`src/rtl/rtdl_pkg.sv`:
```
package rtdl_pkg;

    localparam int FRAME_BITS = 40;
    localparam int DATA_W     = 24;
    localparam int NUM_W      = 8;
    localparam int BANK_SLOTS = 8;

    localparam logic [NUM_W-1:0]  CLOSE_NUM   = 8'hFF;
    localparam logic [7:0]        CRC8_POLY   = 8'h07;
    localparam logic [DATA_W-1:0] CRC24_POLY  = 24'h864CFB;
    localparam logic [DATA_W-1:0] CRC24_SEED  = 24'h000000;

    typedef struct packed {
        logic              en;
        logic [DATA_W-1:0] data;
    } slot_t;

    typedef struct packed {
        logic [NUM_W-1:0]  num;
        logic [DATA_W-1:0] data;
        logic [7:0]        chk;
    } frame_t;

    typedef enum logic [1:0] {
        SQ_IDLE,
        SQ_PICK,
        SQ_WAIT,
        SQ_LAST
    } seq_state_t;

    // CRC-8 over the 32 header+payload bits, MSB first, seed zero
    function automatic logic [7:0] crc8_hdr(input logic [31:0] bits);
        logic [7:0] c;
        logic       fb;
        c = 8'h00;
        for (int i = 31; i >= 0; i--) begin
            fb = c[7] ^ bits[i];
            c  = {c[6:0], 1'b0} ^ (fb ? CRC8_POLY : 8'h00);
        end
        return c;
    endfunction

    // Fold one 24-bit payload into the running burst checksum
    function automatic logic [DATA_W-1:0] crc24_step(input logic [DATA_W-1:0] acc,
                                                     input logic [DATA_W-1:0] d);
        logic [DATA_W-1:0] c;
        logic              fb;
        c = acc;
        for (int i = DATA_W - 1; i >= 0; i--) begin
            fb = c[DATA_W-1] ^ d[i];
            c  = {c[DATA_W-2:0], 1'b0} ^ (fb ? CRC24_POLY : '0);
        end
        return c;
    endfunction

    function automatic frame_t make_frame(input logic [NUM_W-1:0] num,
                                          input logic [DATA_W-1:0] d);
        frame_t f;
        f.num  = num;
        f.data = d;
        f.chk  = crc8_hdr({num, d});
        return f;
    endfunction

endpackage

```
`src/rtl/rtdl_bank.sv`:
```
module rtdl_bank
    import rtdl_pkg::*;
(
    input  logic       clk,
    input  logic       rst,
    input  logic       wr_en,
    input  logic [2:0] wr_lo,
    input  slot_t      wr_slot,
    input  logic       snap,
    input  logic [2:0] rd_lo,
    output logic [BANK_SLOTS-1:0] snap_en,
    output slot_t      rd_slot
);

    slot_t live [BANK_SLOTS];
    slot_t held [BANK_SLOTS];
    logic [BANK_SLOTS*$bits(slot_t)-1:0] held_flat;

    always_ff @(posedge clk) begin
        if (rst) begin
            for (int i = 0; i < BANK_SLOTS; i++) begin
                live[i] <= '0;
                held[i] <= '0;
            end
        end else begin
            if (snap) begin
                for (int i = 0; i < BANK_SLOTS; i++) begin
                    held[i] <= live[i];
                end
            end
            if (wr_en) begin
                live[wr_lo] <= wr_slot;
            end
        end
    end

    always_comb begin
        for (int i = 0; i < BANK_SLOTS; i++) begin
            snap_en[i] = held[i].en;
            held_flat[i*$bits(slot_t) +: $bits(slot_t)] = held[i];
        end
        rd_slot = held[rd_lo];
    end

    AST_HELD_FROZEN: assert property (@(posedge clk) disable iff (rst)
        !snap |=> $stable(held_flat));

endmodule

```
`src/rtl/rtdl_next_slot.sv`:
```
module rtdl_next_slot #(
    parameter int N     = 16,
    parameter int IDX_W = 4
) (
    input  logic [N-1:0]     mask,
    input  logic [IDX_W-1:0] from_idx,
    input  logic             include_from,
    output logic             found,
    output logic [IDX_W-1:0] idx
);

    // Lowest enabled index above (or at, when include_from) from_idx
    always_comb begin
        found = 1'b0;
        idx   = '0;
        for (int i = N - 1; i >= 0; i--) begin
            if (mask[i] && ((i > int'(from_idx)) ||
                            (include_from && (i == int'(from_idx))))) begin
                found = 1'b1;
                idx   = IDX_W'(i);
            end
        end
    end

endmodule

```
`src/rtl/rtdl_shifter.sv`:
```
module rtdl_shifter
    import rtdl_pkg::*;
#(
    parameter int CLK_DIV = 10
) (
    input  logic   clk,
    input  logic   rst,
    input  logic   load,
    input  frame_t frame_in,
    output logic   tx_bit,
    output logic   active,
    output logic   last_tick
);

    localparam int DIV_W = $clog2(CLK_DIV + 1);
    localparam int CNT_W = $clog2(FRAME_BITS + 1);
    localparam logic [CNT_W-1:0] LAST_BIT = CNT_W'(FRAME_BITS - 1);

    logic [FRAME_BITS-1:0] sreg;
    logic [DIV_W-1:0]      div;
    logic [CNT_W-1:0]      bitn;
    logic                  tick;

    assign tick      = active && (div == DIV_W'(CLK_DIV - 1));
    assign last_tick = tick && (bitn == LAST_BIT);
    assign tx_bit    = active & sreg[FRAME_BITS-1];

    always_ff @(posedge clk) begin
        if (rst) begin
            sreg   <= '0;
            div    <= '0;
            bitn   <= '0;
            active <= 1'b0;
        end else if (load && !active) begin
            sreg   <= frame_in;
            div    <= '0;
            bitn   <= '0;
            active <= 1'b1;
        end else if (active) begin
            if (tick) begin
                div  <= '0;
                sreg <= {sreg[FRAME_BITS-2:0], 1'b0};
                bitn <= bitn + 1'b1;
                if (bitn == LAST_BIT) begin
                    active <= 1'b0;
                end
            end else begin
                div <= div + 1'b1;
            end
        end
    end

    AST_BIT_HOLD: assert property (@(posedge clk) disable iff (rst)
        (active && $past(active) && div != '0) |-> $stable(tx_bit));

    AST_FRAME_LEN: assert property (@(posedge clk) disable iff (rst)
        active |-> (bitn <= LAST_BIT));

endmodule

```
`src/rtl/rtdl_broadcaster.sv`:
```
module rtdl_broadcaster
    import rtdl_pkg::*;
#(
    parameter int NUM_FRAMES = 16,
    parameter int CLK_DIV    = 10
) (
    input  logic                          clk,
    input  logic                          rst,
    input  logic                          wr_en,
    input  logic [$clog2(NUM_FRAMES)-1:0] wr_slot,
    input  logic [23:0]                   wr_payload,
    input  logic                          wr_enable,
    input  logic                          cycle_trig,
    output logic                          tx_bit,
    output logic                          tx_active,
    output logic                          busy,
    output logic                          overrun
);

    localparam int IDX_W = $clog2(NUM_FRAMES);
    localparam int NBANK = NUM_FRAMES / BANK_SLOTS;

    seq_state_t        st;
    logic [IDX_W-1:0]  cur;
    logic              first;
    logic [DATA_W-1:0] acc;
    logic              ovr_q;

    logic              snap;
    logic [NUM_FRAMES-1:0] shadow_mask;
    slot_t             bank_rd [NBANK];
    slot_t             pk_slot;
    logic              pk_found;
    logic [IDX_W-1:0]  pk_idx;
    frame_t            frame_word;
    logic              ser_load;
    logic              ser_active;
    logic              ser_last;
    slot_t             wr_word;

    assign snap    = (st == SQ_IDLE) && cycle_trig;
    assign wr_word = '{en: wr_enable, data: wr_payload};

    for (genvar b = 0; b < NBANK; b++) begin : g_bank
        logic bank_wr;
        assign bank_wr = wr_en && ((wr_slot >> 3) == IDX_W'(b));

        rtdl_bank u_bank (
            .clk     (clk),
            .rst     (rst),
            .wr_en   (bank_wr),
            .wr_lo   (wr_slot[2:0]),
            .wr_slot (wr_word),
            .snap    (snap),
            .rd_lo   (pk_idx[2:0]),
            .snap_en (shadow_mask[b*BANK_SLOTS +: BANK_SLOTS]),
            .rd_slot (bank_rd[b])
        );
    end

    rtdl_next_slot #(
        .N     (NUM_FRAMES),
        .IDX_W (IDX_W)
    ) u_pick (
        .mask         (shadow_mask),
        .from_idx     (cur),
        .include_from (first),
        .found        (pk_found),
        .idx          (pk_idx)
    );

    always_comb begin
        pk_slot = '0;
        for (int b = 0; b < NBANK; b++) begin
            if ((pk_idx >> 3) == IDX_W'(b)) begin
                pk_slot = bank_rd[b];
            end
        end
    end

    always_comb begin
        if (pk_found) begin
            frame_word = make_frame(NUM_W'(pk_idx), pk_slot.data);
        end else begin
            frame_word = make_frame(CLOSE_NUM, acc);
        end
    end

    assign ser_load = (st == SQ_PICK);

    rtdl_shifter #(
        .CLK_DIV (CLK_DIV)
    ) u_ser (
        .clk       (clk),
        .rst       (rst),
        .load      (ser_load),
        .frame_in  (frame_word),
        .tx_bit    (tx_bit),
        .active    (ser_active),
        .last_tick (ser_last)
    );

    always_ff @(posedge clk) begin
        if (rst) begin
            st    <= SQ_IDLE;
            cur   <= '0;
            first <= 1'b1;
            acc   <= CRC24_SEED;
            ovr_q <= 1'b0;
        end else begin
            ovr_q <= cycle_trig && (st != SQ_IDLE);
            case (st)
                SQ_IDLE: begin
                    if (cycle_trig) begin
                        st    <= SQ_PICK;
                        cur   <= '0;
                        first <= 1'b1;
                        acc   <= CRC24_SEED;
                    end
                end
                SQ_PICK: begin
                    if (pk_found) begin
                        cur   <= pk_idx;
                        first <= 1'b0;
                        acc   <= crc24_step(acc, pk_slot.data);
                        st    <= SQ_WAIT;
                    end else begin
                        st <= SQ_LAST;
                    end
                end
                SQ_WAIT: begin
                    if (ser_last) begin
                        st <= SQ_PICK;
                    end
                end
                SQ_LAST: begin
                    if (ser_last) begin
                        st <= SQ_IDLE;
                    end
                end
                default: st <= SQ_IDLE;
            endcase
        end
    end

    assign tx_active = ser_active;
    assign busy      = (st != SQ_IDLE);
    assign overrun   = ovr_q;

    AST_LOAD_FREE: assert property (@(posedge clk) disable iff (rst)
        ser_load |-> !ser_active);

    AST_SLOT_ASCEND: assert property (@(posedge clk) disable iff (rst)
        (st == SQ_PICK && pk_found && !first) |-> (pk_idx > cur));

    AST_PICK_ENABLED: assert property (@(posedge clk) disable iff (rst)
        (st == SQ_PICK && pk_found) |-> shadow_mask[pk_idx]);

    AST_END_ON_FRAME: assert property (@(posedge clk) disable iff (rst)
        $fell(busy) |-> $past(ser_last));

endmodule

```
`config.mk`:
```
export PLATFORM = sky130hd
export DESIGN_NAME = rtdl_broadcaster
export DESIGN_NICKNAME = d
export VERILOG_FILES = /design/src/rtl/rtdl_pkg.sv /design/src/rtl/rtdl_bank.sv /design/src/rtl/rtdl_next_slot.sv /design/src/rtl/rtdl_shifter.sv /design/src/rtl/rtdl_broadcaster.sv
export SDC_FILE = /design/constraint.sdc
export NUM_CORES = 1
export LEC_CHECK = 0
export BUFFER_PORTS_ARGS = -buffer_cell sky130_fd_sc_hd__buf_2
export CAP_MARGIN = 10
export CELL_PAD_IN_SITES_DETAIL_PLACEMENT = 1
export CELL_PAD_IN_SITES_GLOBAL_PLACEMENT = 2
export CORE_MARGIN = 4
export CORE_UTILIZATION = 50
export DETAILED_ROUTE_END_ITERATION = 10
export HOLD_SLACK_MARGIN = 0.1
export PLACE_DENSITY = 0.83
export SLEW_MARGIN = 10
export SYNTH_ARGS = -nofsm -noshare
export SYNTH_HDL_FRONTEND = slang
export SYNTH_SLANG_ARGS = --single-unit
```
`constraint.sdc`:
```
create_clock -name clk -period 25.7 [get_ports clk]
set_input_delay 3.855 -clock clk [delete_from_list [all_inputs] [get_ports clk]]
set_output_delay 3.855 -clock clk [all_outputs]
set_load 0.01 [all_outputs]
```
==> results.toml <==
[grt]
grt_pass1_vias = 25832
grt_pass1_wl_um = 176000
gr-total-overflow = 0
antenna_found_initial = 11
grt_max_degree = 301
grt.total_usage_pct = 28.0

[detailed_routing]
firstDrtPassIters = 6
drt_iter0_drc = 2651
antenna_left = 0
wl_um = 121000
vias = 24527
wl_per_cell_um = 29.3
route.detailed.drc = 0
post_drt_via_cell_ratio = 5.93

[placed_design]
pre_cts_ws_ns = 18.20
dpl.hpwl_um = 73100
place_inst = 3959
port_buffers = 36
place_congestion = 0.875

[timing]
fin_worst_skew_ns = 0.0279
worst_pin_slew_ns = 1.35
final.min_clock_period_ns = 7.58
hold_viol = 0
setup_tns_ns = 0
max_freq_mhz = 132
timing.final.ws_setup_ns = 18.12
rsz0062_at_grt = "no"
setup_violations = 0
drv_slew = 0
period_share_pct = 29.5
max-slew-margin-rel_pct = 9.84

[yosys]
synth_async_sr_flop_share_pct = 0
synth_warnings = 0
synth_nets = 3060
ys_seq_area_share_pct = 62.8
ys_top_cells_by_area = "edfxtp_1 59%, and2_1 11%, dfxtp_1 4.1%"
synth-edff-count = 800
ys_seq_elements = 883
synth_area_um2 = 40900
postSynthCellCount = 3024
synth.distinct_cells = 104
synth_largest_area_cell = "edfxtp_1"
synth_most_common_cell = "edfxtp_1"
synthTopCellsByCount = "800 x edfxtp_1, 706 x and2_1, 170 x clkbuf_1, 155 x xnor2_1, 137 x nand2_1"
yosys.area.top_type_share_pct = 58.8
ys.flop_type = "edfxtp_1"
syn_avg_cell_area_um2 = 13.5

[floorplan]
initial_core_util_pct = 50.6
die_area_um2 = 86400
rows = 104
fp.coreArea_um2 = 80800
io_pins = 37
die_h_um = 294
die_x_um = 294

[clock_network]
clk_pin_slew_ns = 0.06
htree_levels = 3
cts_tree = "done"
cts_root_buf = "clkbuf_16"
cts_setup_buffers = 0
cts_max_path_buffers = 3
cts_hold_buffers = 0
cts_buffers = 94
insertion_delay_ns = 0.66
cts_resized = 0
cts_sinks = 883

[layout]
regArea_um2 = 25700
fin_cells = 4133
fillers = 7721
synthToLayoutAreaGrowth_pct = 10.2
multiInputGateArea_um2 = 14300
drive_gt1_share_pct = 12.1
nets = 3032

[worst_setup_path]
start_kind = "flop"
critical_path_class = "flop to flop"
worstPathMaxFanout = 65
startpoint = "cur[1]$_SDFFE_PP0P_"
critPathCaptureType = "flop"
worstPathArrival_ns = 8.11
r2r_start = "cur[1]$_SDFFE_PP0P_"
cp.required_ns = 26.23

[status]
status = "finished clean"

[job]
max_cap_violations = 0

[min_path]
worstHoldPathType = "flop to flop"
min-delay-start = "u_ser.sreg[24]$_SDFFE_PP0P_"
==> worst max-delay path, cell delays in order (launching register included) <==
cell      delay [ns]
dfxtp_1         0.58
nor3b_2         0.17
a31oi_1         0.36
a21boi_1        0.47
o211ai_2        0.28
nor2_4          0.29
buf_4           0.83
a21oi_1         0.17
a211oi_1        0.37
o32a_1          0.59
xnor2_4         0.21
xnor3_1         0.56
xnor3_2         0.53
xnor3_2         0.50
xnor3_2         0.53
xnor2_2         0.24
xor3_2          0.35
xor2_1          0.18
a32o_1          0.21
==> sequential cells by signal, summed over array words and instances, names as in the netlist <==
| signal | count |
|---|---|
| u_ser.div | 4 |
| st | 2 |
| u_ser.bitn | 6 |
| cur | 4 |
| u_ser.sreg | 40 |
| overrun | 1 |
| g_bank.u_bank.live | 400 |
| u_ser.active | 1 |
| acc | 24 |
| first | 1 |
| g_bank.u_bank.held | 400 |
==> placed cells by master, fill, tap and decap left out, drive strengths merged, types with 37 or more instances in the layout <==
master	Yosys	layout
edfxtp	800	800
and2	706	706
xnor2	171	171
nand2	139	139
clkbuf	170	115
nor2	112	112
nor2b	111	111
buf	38	84
dfxtp	83	83
xor2	79	79
mux2i	66	66
a21oi	60	60
a211oi	43	43
mux4	41	41
nand3	37	37
==> worst paths after layout <==
check	to	slack, ns	cells past startpoint
worst min register to register	u_ser.sreg[24]$_SDFFE_PP0P_	0.46	2
worst min-delay path	u_ser.sreg[24]$_SDFFE_PP0P_	0.46	2
worst max-delay path	acc[23]$_SDFFE_PP0P_	18.12	18
worst max register to register	acc[23]$_SDFFE_PP0P_	18.12	18
==> routing by layer <==
| layer | vias to the layer above | global-route usage (%) | part of all wire, % |
|---|---|---|---|
| met3 | 197 | 4.29 | 6.8 |
| li1 | 10698 | - | - |
| met5 | - | 0 | 0.036 |
| met2 | 916 | 47.2 | 49 |
| met1 | 12708 | 37.7 | 41 |
| met4 | 8 | 9.05 | 3.2 |
==> through the flow <==
step                      util, %  hold WS [ns]  area (um^2)
after global placement       51.9         0.437        42000
after detailed placement     51.9         0.450        42000
after CTS                    55.7         0.457        45000
after global routing         55.7         0.483        45000
after floorplan                 -         0.432        40900
final                        55.7         0.464        45000
==> cell families after synthesis <==
group | synth area share (%)
muxes | 4.15
DFF | 62.8
adders and majority gates | 0.0918
and+or+nand+nor | 16.8
AOI/OAI and AO/OA | 5.81
xor gates and xnor gates | 7.95
buffers and inverters | 2.38
==> area by class of cell <==
class                   instances  area share, %
diodes                          4         0.0222
clock buffers                 115           5.49
clock inverters                54           1.26
inverters                      12          0.117
multi-input cells            1921           31.8
flip-flops and latches        883           57.0
well taps                    1060           2.94
repair buffers                 84           1.34
Power is left out: the tool's default activity adds up to more than one toggle a clock period on the data nets, which glitch-free logic cannot reach.
